$ cat config.mk
export PLATFORM = sky130hd
export DESIGN_NAME = opp_ctrl
export DESIGN_NICKNAME = d
export VERILOG_FILES = /design/src/rtl/opp_pkg.sv /design/src/rtl/opp_win_timer.sv /design/src/rtl/opp_evt_cnt.sv /design/src/rtl/opp_level_fsm.sv /design/src/rtl/opp_ctrl.sv
export SDC_FILE = /design/constraint.sdc
export NUM_CORES = 1
export LEC_CHECK = 0
export CAP_MARGIN = 20
export CORE_ASPECT_RATIO = 0.6
export CORE_MARGIN = 1.5
export CORE_UTILIZATION = 40
export CTS_CLUSTER_DIAMETER = 150
export DETAILED_ROUTE_END_ITERATION = 8
export DONT_BUFFER_PORTS = 1
export GPL_TIMING_DRIVEN = 0
export RECOVER_POWER = 25
export SYNTH_ARGS = -nofsm -noshare
export SYNTH_HDL_FRONTEND = slang
export SYNTH_SLANG_ARGS = --single-unit
$ cat constraint.sdc
create_clock -name clk -period 4.8 [get_ports clk]
set_input_delay 0.48 -clock clk [delete_from_list [all_inputs] [get_ports clk]]
set_output_delay 0.48 -clock clk [all_outputs]
set_load 0.01 [all_outputs]
$ cat src/rtl/opp_pkg.sv
package opp_pkg;
    localparam int LVL_W   = 2;
    localparam int LVL_MAX = (1 << LVL_W) - 1;

    typedef logic [LVL_W-1:0] level_t;

    typedef enum logic [1:0] {
        PH_SETTLED = 2'd0,
        PH_RAISING = 2'd1,
        PH_LOWERING = 2'd2
    } phase_e;

    typedef struct packed {
        phase_e ph;
        level_t div;
        level_t vdd;
    } opp_state_t;
endpackage

$ cat src/rtl/opp_win_timer.sv
module opp_win_timer #(
    parameter int WINDOW = 64
) (
    input  logic clk,
    input  logic rst_n,
    output logic win_end
);
    localparam int TMR_W = (WINDOW > 1) ? $clog2(WINDOW) : 1;
    localparam logic [TMR_W-1:0] LAST = TMR_W'(WINDOW - 1);

    logic [TMR_W-1:0] tmr_d, tmr_q;

    always_comb begin
        win_end = (tmr_q == LAST);
        tmr_d   = win_end ? '0 : tmr_q + 1'b1;
    end

    always_ff @(posedge clk) begin
        if (!rst_n) tmr_q <= '0;
        else        tmr_q <= tmr_d;
    end


    tmr_range_chk: assert property (@(posedge clk) disable iff (!rst_n)
        tmr_q <= LAST);
endmodule

$ cat src/rtl/opp_evt_cnt.sv
module opp_evt_cnt #(
    parameter int WINDOW = 64,
    parameter int CNT_W  = 7
) (
    input  logic             clk,
    input  logic             rst_n,
    input  logic             evt,
    input  logic             clr,
    output logic [CNT_W-1:0] total
);
    logic [CNT_W-1:0] cnt_d, cnt_q;

    always_comb begin
        total = cnt_q + CNT_W'(evt);
        cnt_d = clr ? '0 : total;
    end

    always_ff @(posedge clk) begin
        if (!rst_n) cnt_q <= '0;
        else        cnt_q <= cnt_d;
    end


    cnt_fresh_chk: assert property (@(posedge clk) disable iff (!rst_n)
        clr |=> (cnt_q == '0));


    cnt_bound_chk: assert property (@(posedge clk) disable iff (!rst_n)
        int'(cnt_q) < WINDOW);
endmodule

$ cat src/rtl/opp_level_fsm.sv
module opp_level_fsm
    import opp_pkg::*;
#(
    parameter int THRESH = 16,
    parameter int CNT_W  = 7
) (
    input  logic             clk,
    input  logic             rst_n,
    input  logic             win_end,
    input  logic [CNT_W-1:0] in_tot,
    input  logic [CNT_W-1:0] out_tot,
    output level_t           div_sel,
    output level_t           vdd_sel
);
    localparam logic [CNT_W-1:0] TH = CNT_W'(THRESH);
    localparam level_t TOP = level_t'(LVL_MAX);

    opp_state_t st_d, st_q;
    logic too_slow, too_fast;

    always_comb begin
        too_slow = (in_tot > TH) && !(out_tot > TH);
        too_fast = (out_tot > TH) && !(in_tot > TH);
        st_d = st_q;
        if (win_end) begin
            unique case (st_q.ph)
                PH_RAISING: begin
                    st_d.div = st_q.vdd;
                    st_d.ph  = PH_SETTLED;
                end
                PH_LOWERING: begin
                    st_d.vdd = st_q.div;
                    st_d.ph  = PH_SETTLED;
                end
                default: begin
                    if (too_slow && st_q.div != '0) begin
                        st_d.vdd = st_q.div - 1'b1;
                        st_d.ph  = PH_RAISING;
                    end else if (too_fast && st_q.div != TOP) begin
                        st_d.div = st_q.div + 1'b1;
                        st_d.ph  = PH_LOWERING;
                    end
                end
            endcase
        end
    end

    always_ff @(posedge clk) begin
        if (!rst_n) st_q <= '{ph: PH_SETTLED, div: '0, vdd: '0};
        else        st_q <= st_d;
    end

    assign div_sel = st_q.div;
    assign vdd_sel = st_q.vdd;


    supply_ok_chk: assert property (@(posedge clk) disable iff (!rst_n)
        st_q.vdd <= st_q.div);


    hold_mid_chk: assert property (@(posedge clk) disable iff (!rst_n)
        !win_end |=> ($stable(st_q.div) && $stable(st_q.vdd)));


    one_side_chk: assert property (@(posedge clk) disable iff (!rst_n)
        1'b1 |=> ($stable(st_q.div) || $stable(st_q.vdd)));


    single_step_chk: assert property (@(posedge clk) disable iff (!rst_n)
        1'b1 |=> ((int'(st_q.div) - int'($past(st_q.div)) <= 1) &&
                  (int'($past(st_q.div)) - int'(st_q.div) <= 1) &&
                  (int'(st_q.vdd) - int'($past(st_q.vdd)) <= 1) &&
                  (int'($past(st_q.vdd)) - int'(st_q.vdd) <= 1)));
endmodule

$ cat src/rtl/opp_ctrl.sv
module opp_ctrl
    import opp_pkg::*;
#(
    parameter int WINDOW = 64,
    parameter int THRESH = 16
) (
    input  logic       clk,
    input  logic       rst_n,
    input  logic       in_blocked,
    input  logic       out_blocked,
    output logic [1:0] div_sel,
    output logic [1:0] vdd_sel
);
    localparam int CNT_W = $clog2(WINDOW + 1);

    logic             win_end;
    logic [1:0]       evt;
    logic [CNT_W-1:0] tot [2];

    assign evt = {out_blocked, in_blocked};

    opp_win_timer #(.WINDOW(WINDOW)) timer_i (
        .clk(clk), .rst_n(rst_n), .win_end(win_end)
    );

    for (genvar g = 0; g < 2; g++) begin : g_side
        opp_evt_cnt #(.WINDOW(WINDOW), .CNT_W(CNT_W)) cnt_i (
            .clk(clk), .rst_n(rst_n), .evt(evt[g]),
            .clr(win_end), .total(tot[g])
        );
    end

    opp_level_fsm #(.THRESH(THRESH), .CNT_W(CNT_W)) fsm_i (
        .clk(clk), .rst_n(rst_n), .win_end(win_end),
        .in_tot(tot[0]), .out_tot(tot[1]),
        .div_sel(div_sel), .vdd_sel(vdd_sel)
    );
endmodule

# == Word-level counts from Yosys, hierarchy flattened ==
# Cells that the tools add are included.
# totals
reg_bits,26
latch_bits,0
ramBits,0
word_cells,43
output_inout_bits,4
input_bits,4
mem_count,0
romBits,0
# op_classes
magnitude_cmp,2
reduce_logical,15
n_bitwise,3
muxes,7
eq_ne,5
n_mul,0
addsub,5
n_shift,0
div_mod_pow,0
# ops
op,n
adder 7 x 1 -> 7 bit,2
> comparator 7 x 5 -> 1 bit (second input constant),2
2-to-1 mux 2 bit,4
one-hot mux 2 bit (2 select lines),2
adder 6 x 1 -> 6 bit (second input constant),1
equality test 6 bit (second input constant),1
nonzero test 2 bit,3
logical AND 1 bit,4
2-to-1 mux 4 bit,1
!= test 2 bit (second input constant),2
AND reduction 4 bit,1
OR reduction 2 bit,2
inverter 1 bit,3
AND reduction 3 bit,1
nonzero test 3 bit,1
adder 2 x 1 -> 2 bit (second input constant),1
equality test 2 x 1 -> 1 bit (second input constant),1
equality test 2 bit (second input constant),1
zero test 1 bit,2
AND reduction 2 bit,1
subtractor 2 x 1 -> 2 bit (second input constant),1

# == Longest topological paths before layout ==
# logic_depth
ltp_word,8
depth_mapped,10
depth_no_buf,8

# == By module ==
# From an unflattened synthesis, not the netlist that was laid out.
# unflattened
cells_unflattened,149
area_unflattened_um2,1341.3
# modules_own_cells
module,cells_per_inst,seq_area_each_um2,area_each_um2,n_inst
opp_evt_cnt,32,140.1,302.8,2
opp_level_fsm,60,120.1,498.0,1
opp_win_timer,25,120.1,237.7,1

# == Worst setup path before layout ==
# No wires, ideal clock.
# synth_timing
kind,input port to flip-flop
start,input out_blocked
end,"register fsm_i.st_q, in the netlist fsm_i.vdd_sel[0]"
path_slack_ns,2.321
t_required_ns,4.675
n_path_buf,0
cell_stages,8
setup_ns,0.125
t_arrival_ns,2.354
path_cell_list,ha_1 ha_1 or4bb_1 a31oi_1 o32ai_1 a311oi_4 or3b_1 a31oi_1
# synth_via
elab_chain_cells,7
# synth_lines
element,line,text
"start, declared",opp_ctrl.sv:10,"input logic out_blocked,"
adder 7 x 1 -> 7 bit,opp_evt_cnt.sv:14,total = cnt_q + CNT_W'(evt);
named net fsm_i.out_tot[1],opp_level_fsm.sv:11,"input logic [CNT_W-1:0] out_tot,"
> comparator 7 x 5 -> 1 bit,opp_level_fsm.sv:22,too_slow = (in_tot > TH) && !(out_tot > TH);
zero test 1 bit,opp_level_fsm.sv:22,
logical AND 1 bit,opp_level_fsm.sv:22,
logical AND 1 bit,opp_level_fsm.sv:36,if (too_slow && st_q.div != '0) begin
nonzero test 2 bit (no line),--,
AND reduction 3 bit (no line),--,
"end signal, assigned",opp_level_fsm.sv:49,"if (!rst_n) st_q <= '{ph: PH_SETTLED, div: '0, vdd: '0};"
"end signal, assigned",opp_level_fsm.sv:50,else st_q <= st_d;
"end, declared",opp_level_fsm.sv:18,"opp_state_t st_d, st_q;"
# The timed path passes the listed nets, and every way through them passes these cells.
# A chain may end at the register's enable or synchronous reset.

# == Worst setup path after layout ==
# layout_timing
start,register g_side[1].cnt_i.cnt_q[0]
end,register fsm_i.st_q[4] (netlist name)
# layout_via
elab_chain_cells,7
word_cells_on_any_way,11
classes_between,add/sub: 1; order compare: 1; mux: 2; reduce/logical: 7
# layout_lines
element,line,text
"start, declared",opp_evt_cnt.sv:11,"logic [CNT_W-1:0] cnt_d, cnt_q;"
"start signal, assigned",opp_evt_cnt.sv:20,else cnt_q <= cnt_d;
adder 7 x 1 -> 7 bit (*),opp_evt_cnt.sv:14,
named net fsm_i.out_tot[1],opp_level_fsm.sv:11,
> comparator 7 x 5 -> 1 bit (*),"opp_level_fsm.sv:22, opp_level_fsm.sv:23",
zero test 1 bit,opp_level_fsm.sv:22,
logical AND 1 bit,opp_level_fsm.sv:22,
logical AND 1 bit,opp_level_fsm.sv:36,
nonzero test 3 bit (no line) or 2-to-1 mux 2 bit (tied branches),--,
AND reduction 2 bit (no line) or 2-to-1 mux 2 bit (tied branches),--,
# Mark *: on every way through the listed nets, which the timed path passes. The rest lies on a longest branch.

==> results.txt <==
Die Wd -> 81.0 µm
RR Endpoint -> fsm_i.st_q[4]
Port bufs -> 0
Fin util -> 46.7%
Crit-path cells -> ha_1 > ha_1 > or4bb_1 > a31oi_1 > o32ai_1 > a311oi_4 > nand3_1 > a31oi_1
Starting density of the core -> 43.4%
DIE AREA -> 4030 µm²
Share of the clock period used by the worst path -> 54.1%
Clock sink count -> 26
CP Data Arrival Time -> 2800 ps
Worst slew pin tran -> 610 ps
Clock transition at path regs -> 90 ps
Hold buffers post-CTS -> 0
Mux contribution to synthesized area -> 0.686%
Vias in the first global route -> 1047
Clk_lat worst skew -> 270 ps
Cts repair resizes -> 0
Syn_nets -> 176
Max Cap Violations -> 0
IO Count -> 8
Layout net count -> 181
Initial antenna violation count -> 0
DPL Wire Length -> 2.09 mm
Mapped Avg Cell Area -> 9.01 µm²
First-pass GRT wire length -> 4.74 mm
Post-route cell area -> 1570 µm²
Largest family of logic cells by synthesized area -> simple AND/OR/NAND/NOR gates
Num CTS Buffers -> 3
Compound-Gate Fraction of Synth Area -> 12.8%
HP Start -> rst_n
Register bit total from synthesis -> 26
Final wirelength -> 2.83 mm
Initial DRC Count -> 63
WL/cell -> 13.4 µm
Share of cells above drive strength 1 -> 8.43%
RSZ-0062 raised after global routing -> no
Syn Inst Count -> 162
Hold Crit Class -> in2reg
Critical Path Start Type -> register
Area of the multi-input gates -> 825 µm²
Status -> completed
VDD IR-drop max -> 156 µV
Setup TNS -> 0 ps
Leakage -> 0.582 nW
N_diodes -> 0
Antenna viol nets, final -> 0
Fmax achieved -> 385 MHz
Worst Hold End -> fsm_i.vdd_sel[1]
Buf/Inv on CP -> 0
Clk buf depth -> 2
CP max FO -> 6
Setup CP Type -> reg2reg
Final Hold Vio Count -> 0
Post-synth top flop -> dfxtp_1
Total power -> 458 µW
Nature of the critical path endpoint -> register
Crit Reg-Reg Startpoint -> g_side[1].cnt_i.cnt_q[0]
Core area -> 3360 µm²
Async SR Flop Fraction -> 0%
Slowest stage delay, CP -> 530 ps
Synth warn -> 0
Vias per cell -> 5.48
R2R depth -> 8
H-tree depth -> 1
Area after DPL -> 1520 µm²
Library cells used by synthesis -> 40
Post-route DRC -> 0
Fin crit period -> 2600 ps
Pwr/cell area -> 292 nW/µm²
Syn Std Cell Area -> 1460 µm²
Rows -> 16
WP data required -> 5000 ps
Final setup viols -> 0
Adder-cell share of the synthesized area -> 8.58%
EDFF count, synth -> 0
GR Overflow Total -> 0
Clk_skew -> 4.88 ps
Vias -> 1157
Delay-heaviest family, CP -> compound AO/OA/AOI/OAI gates
Max_slew headroom -> 59.2%
CP max stage cell -> or4bb_1
Total global-route track usage -> 15.3%
Synth Area in XOR/XNOR -> 9.61%
Simple-gate share of the synthesized area -> 24.9%
Area Growth Syn to Fin -> 7.72%
Reg area -> 520 µm²
Seq/Total Area, Yosys -> 35.7%
CTS tree -> yes
RD Place Congestion -> 0.818
Root Driver -> clkbuf_8
Post-CTS Setup Inserts -> 0
Die H -> 49.8 µm
Fin. max-slew vios -> 0
Largest net degree at the start of global routing -> 16
Filler cells -> 318
Reg2reg setup slack -> 2200 ps
Hold depth -> 2
Drt pass-1 iters -> 4
## Yosys cell counts, drive strengths merged (3+ instances only)
library cell	count	area share, %
a31oi	5	2.1
a211oi	4	2.1
xnor2	7	4.2
buf	6	3.2
a21oi	5	1.7
ha	10	8.6
inv	5	1.3
nor3	3	1.0
xor2	9	5.4
nand3	7	2.4
nand2	12	3.1
and4	3	2.0
dfxtp	26	36
clkbuf	4	1.1
and3	6	2.6
nor2	23	5.9
nand3b	3	1.5
## area by class of cell
class | instances | area share, %
Tap cell | 45 | 3.58
Multi-Input combinational cell | 120 | 52.5
Buffer | 11 | 5.10
Clock inverter | 1 | 1.91
Sequential cell | 26 | 33.1
Inverter | 5 | 1.19
Clock buffer | 3 | 2.63
## how the worst max path moves through the flow
stage                                   from               end  cells past startpoint
global placement                 out_blocked  fsm_i.vdd_sel[0]                      8
floorplan                        out_blocked  fsm_i.vdd_sel[0]                      8
global route        g_side[1].cnt_i.cnt_q[0]     fsm_i.st_q[5]                     10
finish              g_side[1].cnt_i.cnt_q[0]     fsm_i.st_q[4]                      8
CTS                 g_side[1].cnt_i.cnt_q[0]  fsm_i.div_sel[0]                      9
detailed placement               out_blocked  fsm_i.div_sel[0]                      9
## per-stage QoR
stage	worst slack [ps]	hold WS, ps	std cells
after global routing	2050	414	211
after CTS	2210	405	211
after global placement	2120	444	207
final	2200	406	211
after detailed placement	2020	460	207
after floorplan	2320	418	162
## kinds of logic after synthesis
logic type      Yosys count
compound gates           24
xor+xnor                 16
fa+ha+maj                10
buf+inv                  16
flops                    26
mux                       1
simple gates             69
## registers in the layout (all words and copies together), names as in the netlist
| register | flops |
|---|---|
| fsm_i.vdd_sel | 2 |
| timer_i.tmr_q | 6 |
| g_side.cnt_i.cnt_q | 14 |
| fsm_i.st_q | 2 |
| fsm_i.div_sel | 2 |
## report_power, final
group	switching [mW]	internal, mW	total [mW]	leakage [nW]
registers	0.00703	0.224	0.231	0.211
logic	0.0223	0.0212	0.0435	0.335
clock network	0.0726	0.112	0.184	0.0357
## cell usage in the layout (no fill, tap or decap), types with 3 or more instances in the layout
cell and instances:
nor2_1 23, a31oi_1 5, a21oi_1 5, xor2_1 9, dfxtp_1 26, a211oi_1 4
nand3b_1 3, nand2_1 12, nor3_1 3, nand3_1 7, xnor2_1 7, inv_1 5
clkbuf_8 3, clkbuf_1 7, ha_1 10, and3_1 6
## per-layer routing
| layer | track usage [%] | vias up | share of wire (%) |
|---|---|---|---|
| met5 | 0 | - | 0 |
| met4 | 1.72 | 0 | 0.60 |
| met3 | 5.19 | 4 | 6.2 |
| met2 | 23.3 | 23 | 44 |
| met1 | 21.5 | 549 | 49 |
| li1 | - | 581 | - |
No activity file was read; power rests on OpenSTA's default activity.
